===== src/rtl/frps_pkg.sv =====
// Shared types of the read path selector.
// Assumes: bank id 0 = small (parameter) bank, 1 = large bank.
package frps_pkg;
    typedef enum logic [1:0] {
        SRC_ARRAY  = 2'd0,
        SRC_STATUS = 2'd1,
        SRC_IDENT  = 2'd2,
        SRC_CFI    = 2'd3
    } rd_src_e;

    localparam logic BANK_SMALL = 1'b0;
    localparam logic BANK_LARGE = 1'b1;
endpackage


===== src/rtl/frps_addr_decode.sv =====
// Address decode: bank id and block number of a word address.
// Assumes the small bank is the top or bottom quarter of the space,
// and that the outermost main-block slot is cut into parameter blocks.
module frps_addr_decode #(
    parameter int ADDR_W    = 21,
    parameter int MAIN_W    = 15,
    parameter int SUB_W     = 12,
    parameter bit PARAM_TOP = 1'b1,
    parameter int BLK_W     = 7
) (
    input  logic [ADDR_W-1:SUB_W] addr_hi,
    output logic                  bank_id,
    output logic [BLK_W-1:0]      blk_idx
);
    localparam int MIDX_W    = ADDR_W - MAIN_W;
    localparam int SIDX_W    = MAIN_W - SUB_W;
    localparam int NUM_PARAM = 1 << SIDX_W;
    localparam int NUM_MAIN  = (1 << MIDX_W) - 1;

    logic [MIDX_W-1:0] main_no;
    logic [SIDX_W-1:0] sub_no;

    assign main_no = addr_hi[ADDR_W-1:MAIN_W];
    assign sub_no  = addr_hi[MAIN_W-1:SUB_W];

    generate
        if (PARAM_TOP) begin : g_top
            // Small bank is the top quarter; last main slot holds parameter blocks.
            assign bank_id = ~(&addr_hi[ADDR_W-1:ADDR_W-2]);
            always_comb begin
                if (&main_no) blk_idx = BLK_W'(NUM_MAIN) + BLK_W'(sub_no);
                else          blk_idx = BLK_W'(main_no);
            end
        end else begin : g_bot
            // Small bank is the bottom quarter; first main slot holds parameter blocks.
            assign bank_id = |addr_hi[ADDR_W-1:ADDR_W-2];
            always_comb begin
                if (main_no == '0) blk_idx = BLK_W'(sub_no);
                else               blk_idx = BLK_W'(NUM_PARAM - 1) + BLK_W'(main_no);
            end
        end
    endgenerate
endmodule


===== src/rtl/frps_fault_hold.sv =====
// Failure latch: remembers which bank saw a failed program or erase
// until a read/reset command. Assumes op_fail is only meaningful while
// pe_active is high; a failure in the same cycle as read/reset wins.
module frps_fault_hold (
    input  logic clk,
    input  logic rst_n,
    input  logic pe_active,
    input  logic pe_bank,
    input  logic op_fail,
    input  logic rd_reset,
    output logic err_valid,
    output logic err_bank
);
    logic fail_seen;
    assign fail_seen = op_fail & pe_active;

    // Set on a qualified failure, clear on read/reset.
    always_ff @(posedge clk) begin
        if (!rst_n) begin
            err_valid <= 1'b0;
            err_bank  <= 1'b0;
        end else if (fail_seen) begin
            err_valid <= 1'b1;
            err_bank  <= pe_bank;
        end else if (rd_reset) begin
            err_valid <= 1'b0;
        end
    end

    assert_fail_latch_R3: assert property (@(posedge clk) disable iff (!rst_n)
        (op_fail && pe_active) |=> (err_valid && err_bank == $past(pe_bank)));
    assert_fail_clear_R3: assert property (@(posedge clk) disable iff (!rst_n)
        (rd_reset && !(op_fail && pe_active)) |=> !err_valid);
    assert_fail_hold_R3: assert property (@(posedge clk) disable iff (!rst_n)
        (err_valid && !rd_reset && !op_fail) |=> (err_valid && $stable(err_bank)));
endmodule


===== src/rtl/frps_id_gen.sv =====
// Identification word generator: maker code, device code, block
// protection flag or zero, chosen by the two low word address bits.
module frps_id_gen #(
    parameter logic [15:0] MFR_CODE = 16'h0020,
    parameter logic [15:0] DEV_CODE = 16'h225E
) (
    input  logic [1:0]  sel,
    input  logic        prot_bit,
    output logic [15:0] id_word
);
    // Pick the identification word for the low address pair.
    always_comb begin
        unique case (sel)
            2'b00:   id_word = MFR_CODE;
            2'b01:   id_word = DEV_CODE;
            2'b10:   id_word = {15'd0, prot_bit};
            default: id_word = 16'h0000;
        endcase
    end
endmodule


===== src/rtl/flash_rd_path_sel.sv =====
// Read path selector of a two-bank flash model. Chooses, per addressed
// bank, between status, query table, identification and array data,
// applies the byte lane and registers the result.
// Assumes only one bank owns a program or erase at a time.
module flash_rd_path_sel #(
    parameter int          ADDR_W     = 21,
    parameter int          MAIN_W     = 15,
    parameter int          SUB_W      = 12,
    parameter int          DATA_W     = 16,
    parameter int          STAT_W     = 8,
    parameter bit          PARAM_TOP  = 1'b1,
    parameter logic [15:0] MFR_CODE   = 16'h0020,
    parameter logic [15:0] DEV_TOP    = 16'h225E,
    parameter logic [15:0] DEV_BOTTOM = 16'h225F,
    localparam int NUM_BLOCKS = (1 << (MAIN_W - SUB_W)) + (1 << (ADDR_W - MAIN_W)) - 1
) (
    input  logic                  clk,
    input  logic                  rst_n,
    input  logic [ADDR_W-1:0]     rd_addr,
    input  logic                  addr_lsb,
    input  logic                  byte_mode,
    input  logic                  pe_active,
    input  logic                  pe_bank,
    input  logic                  op_fail,
    input  logic                  rd_reset,
    input  logic [1:0]            asel_en,
    input  logic                  cfi_en,
    input  logic [NUM_BLOCKS-1:0] blk_prot,
    input  logic [DATA_W-1:0]     arr_data,
    input  logic [STAT_W-1:0]     stat_data,
    input  logic [DATA_W-1:0]     cfi_data,
    output logic [DATA_W-1:0]     rd_data,
    output logic [1:0]            rd_src,
    output logic                  hi_drive
);
    import frps_pkg::*;

    localparam int BLK_W     = $clog2(NUM_BLOCKS);
    localparam int LANE_W    = DATA_W / 2;
    localparam int NUM_SMALL = (1 << (MAIN_W - SUB_W)) + (1 << (ADDR_W - MAIN_W - 2)) - 1;
    localparam logic [15:0] DEV_CODE = PARAM_TOP ? DEV_TOP : DEV_BOTTOM;

    logic              bank_id;
    logic [BLK_W-1:0]  blk_idx;
    logic              err_valid;
    logic              err_bank;
    logic [15:0]       id_word;
    logic              status_hit;
    rd_src_e           src_n;
    logic [DATA_W-1:0] word_n;
    logic [DATA_W-1:0] data_n;
    logic              unused_addr_bits;

    assign unused_addr_bits = ^rd_addr[SUB_W-1:2];

    frps_addr_decode #(
        .ADDR_W(ADDR_W), .MAIN_W(MAIN_W), .SUB_W(SUB_W),
        .PARAM_TOP(PARAM_TOP), .BLK_W(BLK_W)
    ) u_decode (
        .addr_hi (rd_addr[ADDR_W-1:SUB_W]),
        .bank_id (bank_id),
        .blk_idx (blk_idx)
    );

    frps_fault_hold u_fault (
        .clk       (clk),
        .rst_n     (rst_n),
        .pe_active (pe_active),
        .pe_bank   (pe_bank),
        .op_fail   (op_fail),
        .rd_reset  (rd_reset),
        .err_valid (err_valid),
        .err_bank  (err_bank)
    );

    frps_id_gen #(.MFR_CODE(MFR_CODE), .DEV_CODE(DEV_CODE)) u_id (
        .sel      (rd_addr[1:0]),
        .prot_bit (blk_prot[blk_idx]),
        .id_word  (id_word)
    );

    // Status applies to the bank that is busy or holds a failure.
    assign status_hit = (pe_active && pe_bank == bank_id) ||
                        (err_valid && err_bank == bank_id);

    // Source priority: status, query table, identification, array.
    always_comb begin
        if (status_hit) begin
            src_n  = SRC_STATUS;
            word_n = DATA_W'(stat_data);
        end else if (cfi_en) begin
            src_n  = SRC_CFI;
            word_n = cfi_data;
        end else if (asel_en[bank_id]) begin
            src_n  = SRC_IDENT;
            word_n = DATA_W'(id_word);
        end else begin
            src_n  = SRC_ARRAY;
            word_n = arr_data;
        end
    end

    // Byte lane steering for the 8-bit bus.
    always_comb begin
        if (byte_mode)
            data_n = DATA_W'(addr_lsb ? word_n[DATA_W-1:LANE_W] : word_n[LANE_W-1:0]);
        else
            data_n = word_n;
    end

    // Output register.
    always_ff @(posedge clk) begin
        if (!rst_n) begin
            rd_data  <= '0;
            rd_src   <= SRC_ARRAY;
            hi_drive <= 1'b0;
        end else begin
            rd_data  <= data_n;
            rd_src   <= src_n;
            hi_drive <= ~byte_mode;
        end
    end

    assert_bank_blocks_R1: assert property (@(posedge clk) disable iff (!rst_n)
        (bank_id == BANK_SMALL) == (PARAM_TOP ? (int'(blk_idx) >= NUM_BLOCKS - NUM_SMALL)
                                              : (int'(blk_idx) < NUM_SMALL)));
    assert_busy_status_R2: assert property (@(posedge clk) disable iff (!rst_n)
        (pe_active && pe_bank == bank_id) |=> (rd_src == SRC_STATUS));
    assert_idle_array_R4: assert property (@(posedge clk) disable iff (!rst_n)
        (!status_hit && !cfi_en && !asel_en[bank_id]) |=> (rd_src == SRC_ARRAY && rd_data == $past(data_n)));
    assert_cfi_first_R7: assert property (@(posedge clk) disable iff (!rst_n)
        (cfi_en && !status_hit) |=> (rd_src == SRC_CFI));
    assert_byte_lane_R8: assert property (@(posedge clk) disable iff (!rst_n)
        byte_mode |=> (!hi_drive && rd_data[DATA_W-1:LANE_W] == '0));
endmodule


===== config.mk =====
export PLATFORM = sky130hd
export DESIGN_NAME = flash_rd_path_sel
export DESIGN_NICKNAME = d
export VERILOG_FILES = /design/src/rtl/frps_pkg.sv /design/src/rtl/frps_addr_decode.sv /design/src/rtl/frps_fault_hold.sv /design/src/rtl/frps_id_gen.sv /design/src/rtl/flash_rd_path_sel.sv
export SDC_FILE = /design/constraint.sdc
export NUM_CORES = 1
export LEC_CHECK = 0
export BUFFER_PORTS_ARGS = -buffer_cell sky130_fd_sc_hd__buf_2
export CAP_MARGIN = 20
export CORE_MARGIN = 2
export CORE_UTILIZATION = 32
export DETAILED_ROUTE_END_ITERATION = 6
export GPL_TIMING_DRIVEN = 0
export PLACE_DENSITY = 0.72
export SYNTH_ARGS = -nofsm -noshare
export SYNTH_HDL_FRONTEND = slang
export SYNTH_SLANG_ARGS = --single-unit
export TNS_END_PERCENT = 20

===== constraint.sdc =====
create_clock -name clk -period 3.81 [get_ports clk]
set_clock_uncertainty 0.05 [all_clocks]
set_input_delay 0.381 -clock clk [delete_from_list [all_inputs] [get_ports clk]]
set_output_delay 0.381 -clock clk [all_outputs]
set_load 0.01 [all_outputs]

# Yosys cells after proc, flatten, opt, wreduce, memory -nomap -nowiden
# Index checks and enable logic that the tools add are counted.
word_totals:
  register_bits: 21
  latch_bits: 0
  ram_bits: 0
  romBits: 0
  in_bits: 143
  out_inout_bits: 19
  word_cells: 41
  memories: 0
op_classes:
  addsub: 1
  multipliers: 0
  div_mod_pow: 0
  magnitude_cmp: 2
  eq_ne: 4
  shift: 0
  muxes: 16
  n_bitwise: 4
  n_reduce_logical: 8
op_table:
  columns: ["op", "count"]
  rows:
  - ["16-bit two-way mux", 4]
  - ["14-bit case mux with 3 select lines", 1]
  - ["7-bit by 8-bit less-than comparator with 1-bit output (second input constant)", 1]
  - ["8-bit two-way mux", 1]
  - ["6-bit by 3-bit adder with 7-bit output (first input constant)", 1]
  - ["1-bit binary-select mux with 7-bit select", 1]
  - ["7-bit two-way mux", 1]
  - ["1-bit two-way mux", 6]
  - ["6-bit AND reduction", 1]
  - ["2-bit two-way mux", 2]
  - ["1-bit NOT", 3]
  - ["1-bit == test", 2]
  - ["2-bit by 1-bit == test with 1-bit output (second input constant)", 1]
  - ["2-bit == test (second input constant)", 1]
  - ["1-bit logical AND", 2]
  - ["2-bit zero test", 1]
  - ["1-bit by 2-bit less-than comparator with 1-bit output (second input constant)", 1]
  - ["2-bit AND reduction", 1]
  - ["2-bit nonzero test", 1]
  - ["2-bit OR reduction", 1]
  - ["1-bit AND", 1]
  - ["1-bit logical OR", 1]

# Logic depth before layout (Yosys ltp)
# Gate-level depths: netlist of the first run.
depth:
  ltp_word: 10
  ltp_mapped: 11
  mapped_depth_nobuf: 10

# Hierarchy
# From an unflattened synthesis of the first run, not the netlist that was laid out.
hier_totals:
  cells_unflattened: 228
  hier_area_um2: 2053.2
by_module_without_submodules:
  columns: ["module", "instances", "cells_per_inst", "area_each_um2"]
  rows:
  - ["flash_rd_path_sel", 1, 186, 1717.9]
  - ["frps_addr_decode", 1, 17, 133.9]
  - ["frps_id_gen", 1, 17, 123.9]
  - ["frps_fault_hold", 1, 8, 77.6]

# Least setup slack after synthesis of the first run
# OpenSTA, ideal clock, no wires.
synth_timing:
  kind: "input to register"
  from: "input port rd_addr[12]"
  to: "register rd_data[0]"
  arrival_time_ps: 2187
  t_required_ps: 3664
  setup_slack_ps: 1477
  path_stages: 11
  path_buffers: 2
  path_cell_list: "inv_1 > ha_1 > nand3_1 > o21a_1 > buf_2 > buf_4 > a21oi_1 > a221oi_1 > o21ai_0 > and4_1 > o41ai_2"
synth_via:
  elab_chain_cells: 10
synth_rtl:
  columns: ["element", "line", "source"]
  rows:
  - ["start, declared", "flash_rd_path_sel.sv:19", "input logic [ADDR_W-1:0] rd_addr,"]
  - ["6-bit by 3-bit adder with 7-bit output (*)", "frps_addr_decode.sv:31", "if (&main_no) blk_idx = BLK_W'(NUM_MAIN) + BLK_W'(sub_no);"]
  - ["7-bit two-way mux (*)", "frps_addr_decode.sv:31", null]
  - ["1-bit binary-select mux with 7-bit select (*)", "flash_rd_path_sel.sv:78", ".prot_bit (blk_prot[blk_idx]),"]
  - ["1-bit two-way mux (implied by the code) (*)", "flash_rd_path_sel.sv:78", null]
  - ["14-bit case mux with 3 select lines (*)", "frps_id_gen.sv:13", "unique case (sel)"]
  - ["16-bit two-way mux (*)", "flash_rd_path_sel.sv:94", "end else if (asel_en[bank_id]) begin"]
  - ["16-bit two-way mux (*)", "flash_rd_path_sel.sv:91", "end else if (cfi_en) begin"]
  - ["16-bit two-way mux (*)", "flash_rd_path_sel.sv:88", "if (status_hit) begin"]
  - ["8-bit two-way mux", "flash_rd_path_sel.sv:106", "data_n = DATA_W'(addr_lsb ? word_n[DATA_W-1:LANE_W] : word_n[LANE_W-1:0]);"]
  - ["16-bit two-way mux (*)", "flash_rd_path_sel.sv:105", "if (byte_mode)"]
  - ["end signal, assigned", "flash_rd_path_sel.sv:118", "rd_data <= data_n;"]
  - ["end, declared", "flash_rd_path_sel.sv:32", "output logic [DATA_W-1:0] rd_data,"]
# Mark *: on every way between the ends. The rest lies on a longest branch, timed or not. The select of a mux whose other input is x is not followed.
# A chain may end at the register's enable or synchronous reset.

# Worst setup path after layout of the first run
# Same ends and word-level chain as after synthesis.

==> results by group, run 1 <==
Pwr
  • Power per Cell Area: 230 nW/µm²
  • P_leak: 1.42 nW
  • Tot Pwr: 0.643 mW
  • Peak VDD IR: 0.0942 mV

Placement
  • IO Port Bufs: 149
  • Dpl ws: 1.03 ns
  • Routability cong.: 0.915
  • Dpl hpwl: 6100 µm

Clock tree
  • CTS tree: built
  • CTS root buf: clkbuf_8
  • Setup Fix Bufs, Post-CTS: 0
  • Clk buf depth: 2
  • Clk Latency, worst-skew pair: 0.25 ns
  • Worst-path clk slew: 0.07 ns
  • CTS buffer count: 3
  • CTS sink count: 21
  • CTS resizes: 0
  • Hold buffers post-CTS: 0
  • CTS H-tree lvls: 1

Timing
  • Hold Violations, Final: 0
  • Max-slew violations: 0
  • Final min period: 2.47 ns
  • Worst slew margin: 51.8%
  • Final worst-path cycle share: 64.9%
  • Unrepaired setup endpoints after global routing: no
  • Setup TNS: 0 ns
  • Final setup viols: 0
  • Fmax: 404 MHz
  • Worst slew pin tran: 0.702 ns
  • Final WS setup: 1.34 ns

Setup path
  • Slowest stage cell on the critical path: a221oi_1
  • RR Startpoint: u_fault.err_bank$_SDFFE_PN0P_
  • Reg2Reg Setup Slack: 1.80 ns
  • CP Capture Type: flop
  • Worst path arrival time: 2.59 ns
  • CP peak stage delay: 0.36 ns
  • CP startpoint kind: input port
  • CP required: 3.92 ns
  • Reg2reg path depth: 6
  • Crit path cell chain: buf_2, inv_1, ha_1, nand3_1, o21a_1, buf_2, buf_4, a21oi_1, a221oi_1, o21ai_0, and4_1, o41ai_2
  • Crit path max fanout: 10
  • Critical path class: in -> reg
  • Reg-to-reg endpoint: rd_data[0]$_SDFF_PN0_
  • Most frequent cell on the critical path: buf_2

Routing
  • DRT Pass-1 Iters: 4
  • Initial DRC Count: 84
  • Via density: 5.26
  • Vias: 2629
  • Avg WL per Cell: 14.2 µm
  • DR DRC count: 0
  • Post-route ant nets: 0
  • Drt total wl: 7080 µm

Synth
  • Synth area leaders: dfxtp_1 (22%), nand2_1 (11%), a21oi_1 (6.8%), nand2b_1 (3.9%), mux2i_1 (3.7%)
  • Number of synthesized flops with an enable pin: 0
  • Yosys cell types: 49
  • Share of synthesized flip-flops with an asynchronous set or reset: 0%
  • Yosys top cell area share: 21.9%
  • Cells after synthesis: 272
  • Seq cells post-synth: 21
  • Synth Area in Compound Gates: 31.5%
  • Main combinational cell family by area after synthesis: compound AO/OA/AOI/OAI gates
  • Most common cell in the netlist: nand2_1
  • Post-synth top cells: nand2_1 (57), a21oi_1 (26), dfxtp_1 (21), nor2_1 (18)
  • Area share of fa/ha/maj cells after synthesis: 1.31%
  • Synth area leader: dfxtp_1
  • Sequential share of the synthesized area: 21.9%
  • Top FF cell, synth: dfxtp_1
  • Syn Area/Cell: 7.04 µm²
  • Synth Area in XOR/XNOR: 0.914%
  • Post-Synthesis Cell Area: 1920 µm²
  • Mux share of post-synthesis cell area: 8.36%
  • Syn Nets: 417
  • Post-synthesis simple-gate area fraction: 30.5%
  • Ys Warns: 0

Floorplanning
  • # rows: 28
  • Die height: 81.4 µm
  • Initial core utilization: 32.7%
  • Die X-Extent: 81.4 µm
  • # IOs: 162
  • DIE AREA: 6620 µm²
  • Core region area: 5850 µm²

Run status
  • Outcome: completed

Hold path
  • Worst hold path depth: 3
  • Hold EP: u_fault.err_valid$_SDFFE_PN0P_
  • Worst min path class: in -> reg
  • Worst min-delay path startpoint: rd_reset

Global routing
  • Largest net degree at the start of global routing: 12
  • Global-route wire length before repair: 10400 µm
  • Tot GR Track Use: 20.0%
  • Initial antenna violation count: 0
  • Vias in the first global route: 2345
  • Total gr overflow: 0

Flow run
  • Maxcap violations: 0

Finish
  • Area delta synth->final: 46.2%
  • Ant diodes: 0
  • Ratio of cells with drive above 1 in the final layout: 39.3%
  • Final nets: 571
final cells by class:
type | instances | area (µm²)
fill | 614 | 3050
timing repair buffer | 149 | 746
sequential | 21 | 420
clock buffer | 4 | 45.0
inverter | 5 | 18.8
multi-input combinational | 227 | 1390
tap | 75 | 93.8
buffer | 19 | 86.3
critical path, delay by kind of cell:
family	cells	cell delay (ns)
buffers and inverters	4	0.56
adder cells (fa/ha/maj)	1	0.28
AO/OA/AOI/OAI	5	1.00
AND/OR/NAND/NOR	2	0.36
how the worst max path moves through the flow:
stage | startpoint | to | slack (ns) | depth (start not counted)
2_1_floorplan | rd_addr[12] | rd_data[0]$_SDFF_PN0_ | 1.48 | 11
3_3_place_gp | rd_addr[12] | rd_data[0]$_SDFF_PN0_ | 1.08 | 12
3_5_place_dp | rd_addr[12] | rd_data[0]$_SDFF_PN0_ | 1.03 | 12
4_1_cts | rd_addr[12] | rd_data[0]$_SDFF_PN0_ | 1.30 | 12
5_1_grt | rd_addr[12] | rd_data[0]$_SDFF_PN0_ | 1.10 | 12
6_report | rd_addr[12] | rd_data[0]$_SDFF_PN0_ | 1.34 | 12
per-stage QoR:
stage / std cells / cell area, µm² / util (%) / hold WS [ns]
after global placement: 496 / 2760 / 47.1 / 0.418
after CTS: 500 / 2800 / 47.9 / 0.350
after floorplan: 272 / 1920 / - / 0.406
final: 500 / 2800 / 47.9 / 0.346
after detailed placement: 496 / 2760 / 47.1 / 0.421
after global routing: 500 / 2800 / 47.9 / 0.371
sequential cells by signal (all words and copies together), names as in the netlist:
signal             count
rd_data               16
rd_src                 2
hi_drive               1
u_fault.err_bank       1
u_fault.err_valid      1
cells in the final DEF (no fill, tap or decap), types with 5 or more instances in the layout:
| cell | count |
|---|---|
| buf_2 | 155 |
| nand2_1 | 57 |
| a21oi_1 | 26 |
| dfxtp_1 | 21 |
| nor2_1 | 18 |
| clkbuf_1 | 12 |
| o21ai_0 | 12 |
| nand2b_1 | 12 |
| mux2i_1 | 7 |
| a22oi_1 | 6 |
| and3_1 | 6 |
| nand3_1 | 6 |
| inv_1 | 5 |
| and2_1 | 5 |
| nor2b_1 | 5 |
| o2111ai_1 | 5 |
| o21a_1 | 5 |
| a221oi_1 | 5 |
| a211oi_1 | 5 |
power breakdown:
group	internal [mW]	switching [mW]
logic	0.127	0.138
registers	0.234	0.00379
clock network	0.0743	0.0662
metal layers:
layer | global-route usage [%] | up-vias | part of all wire, %
met5 | 0 | - | 0
met4 | 7.29 | 0 | 1.9
met3 | 2.67 | 10 | 11
met2 | 39.3 | 161 | 50
met1 | 21.5 | 1158 | 37
li1 | - | 1300 | -
kinds of logic (layout without fill, tap and decap cells):
group,after synthesis,in the layout
simple gates,123,123
compound gates,88,88
buf+inv,24,177
flops,21,21
mux,12,12
fa+ha+maj,2,2
xor+xnor,2,2
Note: power is estimated with default switching activity, not from simulation.
==> run 2: changes to the inputs <==
--- a/config.mk
+++ b/config.mk
@@ -11,7 +11,7 @@
 export CORE_UTILIZATION = 32
 export DETAILED_ROUTE_END_ITERATION = 6
 export GPL_TIMING_DRIVEN = 0
-export PLACE_DENSITY = 0.72
+export PLACE_DENSITY = 0.75
 export SYNTH_ARGS = -nofsm -noshare
 export SYNTH_HDL_FRONTEND = slang
 export SYNTH_SLANG_ARGS = --single-unit
==> constraint.sdc (replaced) <==
create_clock -name clk -period 2.2 [get_ports clk]
set_clock_uncertainty 0.05 [all_clocks]
set_input_delay 0.22 -clock clk [delete_from_list [all_inputs] [get_ports clk]]
set_output_delay 0.22 -clock clk [all_outputs]
set_load 0.01 [all_outputs]
==> run 2 against run 1 <==
Net effect: global-route usage fell by 0.18 points; cell area rose by 3.2%; sequential share of layout area fell by 0.47 points; clock power rose by 77%; worst hold slack got worse by 0.17 ns; critical path depth fell by 1; total power rose by 78%; setup slack got worse by 1.3 ns.
==> results by group, run 2 (same netlist as run 1, synthesis figures left out) <==
Placement
  • Dpl hpwl: 6020 µm
  • IO Port Bufs: 149
  • Routability cong.: 0.845
  • Dpl ws: -0.421 ns

Global routing
  • Total gr overflow: 0
  • Vias in the first global route: 2344
  • Global-route wire length before repair: 10300 µm
  • Tot GR Track Use: 19.9%
  • Largest net degree at the start of global routing: 12
  • Initial antenna violation count: 0

Routing
  • Vias: 2565
  • Avg WL per Cell: 14.4 µm
  • DR DRC count: 0
  • Via density: 5.13
  • Post-route ant nets: 0
  • Drt total wl: 7200 µm
  • Initial DRC Count: 86
  • DRT Pass-1 Iters: 4

Finish
  • Area delta synth->final: 50.9%
  • Footprint of the multi-input gates: 1470 µm²
  • Ant diodes: 0
  • Largest registers in the final layout: rd_data (16), rd_src (2)
  • Fillers: 566
  • Final nets: 571
  • Most flop-heavy register: rd_data
  • Commonest non-fill, non-tap cell in the layout: buf_2
  • Ratio of cells with drive above 1 in the final layout: 42.8%
  • Max reg flops: 16
  • Register area: 420 µm²
  • Most frequent cells in the layout: buf_2 (152), nand2_1 (57), a21oi_1 (25)

Pwr
  • Switching Share: 33.1%
  • Switching pwr: 0.379 mW
  • Peak VDD IR: 0.200 mV
  • P_leak: 1.44 nW
  • Power per Cell Area: 396 nW/µm²
  • Sequential Power Share: 36.0%
  • Combinational Power Share: 42.2%
  • Clock Power Share: 21.8%
  • Internal power: 0.766 mW

Flow run
  • Maxcap violations: 0

Timing
  • Final WS setup: 0.00686 ns
  • Final setup viols: 0
  • Worst slew margin: 63.4%
  • Setup TNS: 0 ns
  • Worst slew pin tran: 0.542 ns
  • WHS: 0.173 ns
  • Final worst-path cycle share: 99.7%
  • Unrepaired setup endpoints after global routing: yes
  • Hold Violations, Final: 0
  • Fmax: 456 MHz
  • Final min period: 2.19 ns
  • Max-slew violations: 0

Clock tree
  • CTS tree: built
  • Clk Latency, worst-skew pair: 0.26 ns
  • CTS sink count: 21
  • Worst-path clk slew: 0.07 ns
  • Clk buf depth: 2
  • CTS root buf: clkbuf_8
  • CTS buffer count: 3
  • CTS H-tree lvls: 1

Setup path
  • CP startpoint kind: input port
  • CP required: 2.32 ns
  • Reg2reg path depth: 6
  • Worst path arrival time: 2.32 ns
  • Critical path class: in -> reg
  • RR Startpoint: u_fault.err_bank$_SDFFE_PN0P_
  • Crit path max fanout: 10
  • Worst Setup SP: rd_addr[12]
  • Reg-to-reg endpoint: rd_data[0]$_SDFF_PN0_
  • CP Capture Type: flop
  • Reg2Reg Setup Slack: 0.08 ns

Floorplanning
  • Die X-Extent: 81.4 µm
  • Core region area: 5850 µm²
  • Die height: 81.4 µm
  • # rows: 28
  • # IOs: 162
  • Initial core utilization: 32.7%
  • DIE AREA: 6620 µm²

Hold path
  • Worst hold path depth: 3
  • Worst min path class: in -> reg
  • Worst min-delay path startpoint: rd_reset
  • Hold EP: u_fault.err_valid$_SDFFE_PN0P_

Run status
  • Outcome: completed
run 2: stage by stage:
step                std cells  instance area (µm²)  power (mW)  util (%)
global placement          496                 2760       0.873      47.1
detailed placement        496                 2760       0.877      47.1
CTS                       500                 2880        1.14      49.2
global route              500                 2890        1.21      49.4
finish                    500                 2890        1.14      49.4
floorplan                 272                 1920       0.666         -
run 2: cell type report:
cell class	instances	area share (%)
Multi-Input combinational cell	227	50.8
Timing Repair Buffer	150	26.1
Sequential cell	21	14.5
Tap cell	75	3.25
Buffer	18	3.16
Clock buffer	4	1.56
Inverter	5	0.649
run 2: critical path: stages:
cell     delay (ns)
buf_2          0.12
inv_1          0.05
ha_2           0.32
nand3_2        0.10
o21a_2         0.28
buf_6          0.17
mux2i_1        0.12
a221o_1        0.38
a21oi_2        0.20
nor4_4         0.08
o41ai_2        0.29
run 2: how the worst max path moves through the flow:
stage | end | slack (ns) | cells after the start
global placement | rd_data[0]$_SDFF_PN0_ | -0.39 | 12
floorplan | rd_data[0]$_SDFF_PN0_ | 0.03 | 11
global route | rd_data[0]$_SDFF_PN0_ | -0.09 | 9
finish | rd_data[0]$_SDFF_PN0_ | 0.007 | 11
detailed placement | rd_data[0]$_SDFF_PN0_ | -0.42 | 12
CTS | rd_data[0]$_SDFF_PN0_ | 0.01 | 11
run 2: timing repair:
action | CTS | global route
hold buffers | 0 | 0
pin swaps | 4 | 1
buffers inserted | 1 | 0
cloned | 0 | 0
endpoints found under the setup margin | 1 | 6
resized for setup | 15 | 5
run 2: routing by layer:
metal / wire [µm] / GRT usage, % / up-vias
li1: - / - / 1304
met1: 2840 / 20.7 / 1093
met2: 3470 / 38.9 / 146
met3: 625 / 1.56 / 22
met4: 262 / 10.3 / 0
met5: 0 / 0 / -
run 2: power groups by stage:
| stage | logic [mW] | registers [mW] | clock network, mW |
|---|---|---|---|
| finish | 0.483 | 0.413 | 0.249 |
| global route | 0.529 | 0.415 | 0.265 |
| CTS | 0.477 | 0.413 | 0.252 |
| detailed placement | 0.456 | 0.422 | 0 |
| global placement | 0.452 | 0.421 | 0 |
| floorplan | 0.233 | 0.433 | 0 |
==> run 3: changes to the inputs <==
--- a/config.mk
+++ b/config.mk
@@ -9,9 +9,11 @@
 export CAP_MARGIN = 20
 export CORE_MARGIN = 2
 export CORE_UTILIZATION = 32
+export CTS_CLUSTER_DIAMETER = 30
 export DETAILED_ROUTE_END_ITERATION = 6
 export GPL_TIMING_DRIVEN = 0
 export PLACE_DENSITY = 0.75
+export SETUP_SLACK_MARGIN = 0.05
 export SYNTH_ARGS = -nofsm -noshare
 export SYNTH_HDL_FRONTEND = slang
 export SYNTH_SLANG_ARGS = --single-unit
==> run 3 against run 2 <==
Net effect: combinational power up 8.5%; via count up 4.3%; core utilization up 2.8 points; cell area up 5.7%; non-clock buffer count up 5; cell count up 1.0%; register-to-register slack better by 0.05 ns; sequential power about the same; fmax up 5.8%; critical path type unchanged; largest power group unchanged; highest routed layer unchanged.
==> results by group, run 3 (same netlist as run 1, synthesis figures left out) <==
Setup path
  • CP startpoint kind: input port
  • CP peak stage delay: 0.32 ns
  • Crit path cell chain: buf_6, inv_4, ha_4, ha_4, nand2_1, o21a_4, buf_4, mux4_2, o211a_1, a211oi_2, and4_1, o41ai_2
  • Worst path arrival time: 2.19 ns
  • CP required: 2.31 ns
  • Critical path class: in -> reg
  • Crit path capture: rd_data[0]$_SDFF_PN0_
  • Reg2reg path depth: 6
  • Slowest stage cell on the critical path: o41ai_2
  • RR Startpoint: u_fault.err_bank$_SDFFE_PN0P_
  • CP Capture Type: flop
  • Reg-to-reg endpoint: rd_data[0]$_SDFF_PN0_
  • Crit path max fanout: 5
  • Most frequent cell on the critical path: ha_4
  • Worst Setup SP: rd_addr[12]
  • Reg2Reg Setup Slack: 0.13 ns

Finish
  • Ant diodes: 0
  • Footprint of the multi-input gates: 1550 µm²
  • Post-Route Utilization: 52.2%
  • Area delta synth->final: 59.5%
  • Ratio of cells with drive above 1 in the final layout: 45.8%
  • Most flop-heavy register: rd_data
  • Max reg flops: 16
  • Largest registers in the final layout: rd_data (16), rd_src (2)
  • Register area: 422 µm²
  • Finished Cell Area: 3060 µm²
  • Commonest non-fill, non-tap cell in the layout: buf_2
  • Most frequent cells in the layout: buf_2 (146), nand2_1 (56), a21oi_1 (23)
  • Final nets: 576
  • Fillers: 571

Pwr
  • Peak VDD IR: 0.168 mV
  • Power per Cell Area: 387 nW/µm²
  • P_leak: 1.49 nW
  • Tot Pwr: 1.18 mW

Timing
  • Hold Violations, Final: 0
  • Final setup viols: 0
  • Final worst-path cycle share: 94.3%
  • Fmax: 482 MHz
  • Worst slew pin tran: 0.586 ns
  • Worst slew margin: 60.4%
  • Final min period: 2.07 ns
  • Max-slew violations: 0
  • Unrepaired setup endpoints after global routing: no

Flow run
  • Maxcap violations: 0

Floorplanning
  • # rows: 28
  • Core region area: 5850 µm²
  • Die height: 81.4 µm
  • # IOs: 162
  • DIE AREA: 6620 µm²
  • Die X-Extent: 81.4 µm
  • Initial core utilization: 32.7%

Clock tree
  • CTS tree: built
  • CTS sink count: 21
  • Worst-path clk slew: 0.07 ns
  • CTS buffer count: 3
  • CTS root buf: clkbuf_8
  • CTS H-tree lvls: 1
  • Clk buf depth: 2
  • Clk Latency, worst-skew pair: 0.25 ns

Global routing
  • Vias in the first global route: 2604
  • Tot GR Track Use: 21.5%
  • Total gr overflow: 0
  • Largest net degree at the start of global routing: 13
  • Initial antenna violation count: 0
  • Global-route wire length before repair: 11300 µm

Placement
  • Routability cong.: 0.880
  • IO Port Bufs: 149
  • Dpl hpwl: 5980 µm
  • Post-DP Area: 2760 µm²

Hold path
  • Worst min path class: in -> reg
  • Worst hold path depth: 3

Routing
  • Post-route ant nets: 0
  • Initial DRC Count: 91
  • DR DRC count: 0
  • Drt total wl: 7530 µm
  • Avg WL per Cell: 14.9 µm
  • Via density: 5.30
  • Vias: 2675
  • DRT Pass-1 Iters: 4

Run status
  • Outcome: completed
## run 3: cell count changes in the layout (fill, tap and decap cells not counted), sizes merged
cell    before  now
buf        156  159
clkinv       0    1
clkbuf      16   17
## run 3: metrics by stage
step | worst slack [ns] | cells | hold slack [ns] | TNS, ns
floorplan | 0.0565 | 272 | 0.324 | 0
global placement | -0.370 | 496 | 0.419 | -0.573
detailed placement | -0.379 | 496 | 0.425 | -0.795
CTS | 0.0600 | 503 | 0.178 | 0
global route | 0.0198 | 505 | 0.203 | 0
finish | 0.126 | 505 | 0.181 | 0
## run 3: metal layers
metal	up-vias	wire (µm)	track usage (%)
met4	0	303	11.7
met1	1173	2710	21.9
met5	-	0	0
met3	27	747	2.67
li1	1312	-	-
met2	163	3760	41.8
## run 3: worst min-delay path by stage
| stage | startpoint | to | slack, ns |
|---|---|---|---|
| finish | rd_reset | u_fault.err_valid$_SDFFE_PN0P_ | 0.18 |
| global route | rst_n | u_fault.err_bank$_SDFFE_PN0P_ | 0.20 |
| CTS | rd_reset | u_fault.err_valid$_SDFFE_PN0P_ | 0.18 |
| detailed placement | u_fault.err_bank$_SDFFE_PN0P_ | u_fault.err_bank$_SDFFE_PN0P_ | 0.42 |
| global placement | u_fault.err_bank$_SDFFE_PN0P_ | u_fault.err_bank$_SDFFE_PN0P_ | 0.42 |
| floorplan | rst_n | u_fault.err_bank$_SDFFE_PN0P_ | 0.32 |
## run 3: where the power goes
| part | total [mW] | switching (mW) | internal (mW) |
|---|---|---|---|
| Sequential | 0.412 | 0.00673 | 0.405 |
| Clock | 0.248 | 0.122 | 0.126 |
| Combinational | 0.524 | 0.269 | 0.255 |
| Total | 1.18 | 0.397 | 0.786 |
## run 3: worst max-delay path: cells and delay by family
family / cells / cell delay [ns]
muxes: 1 / 0.22
buffers and inverters: 3 / 0.26
adders and majority gates: 2 / 0.42
and+or+nand+nor: 2 / 0.30
AOI/OAI and AO/OA: 4 / 0.77
## run 3: timing repair
| action | in CTS | in global routing |
|---|---|---|
| gates resized for setup | 20 | 33 |
| hold buffers | 0 | 0 |
| setup buffers | 3 | 2 |
| pin swaps | 8 | 13 |
| setup endpoints to repair | 1 | 8 |
## run 3: cell type report
| class | instances | area share [%] |
|---|---|---|
| multi-input cells | 227 | 50.7 |
| repair buffers | 154 | 26.3 |
| flip-flops and latches | 21 | 13.8 |
| plain buffers | 19 | 3.77 |
| well taps | 75 | 3.07 |
| clock buffers | 3 | 1.35 |
| inverters | 5 | 0.778 |
| clock inverters | 1 | 0.164 |
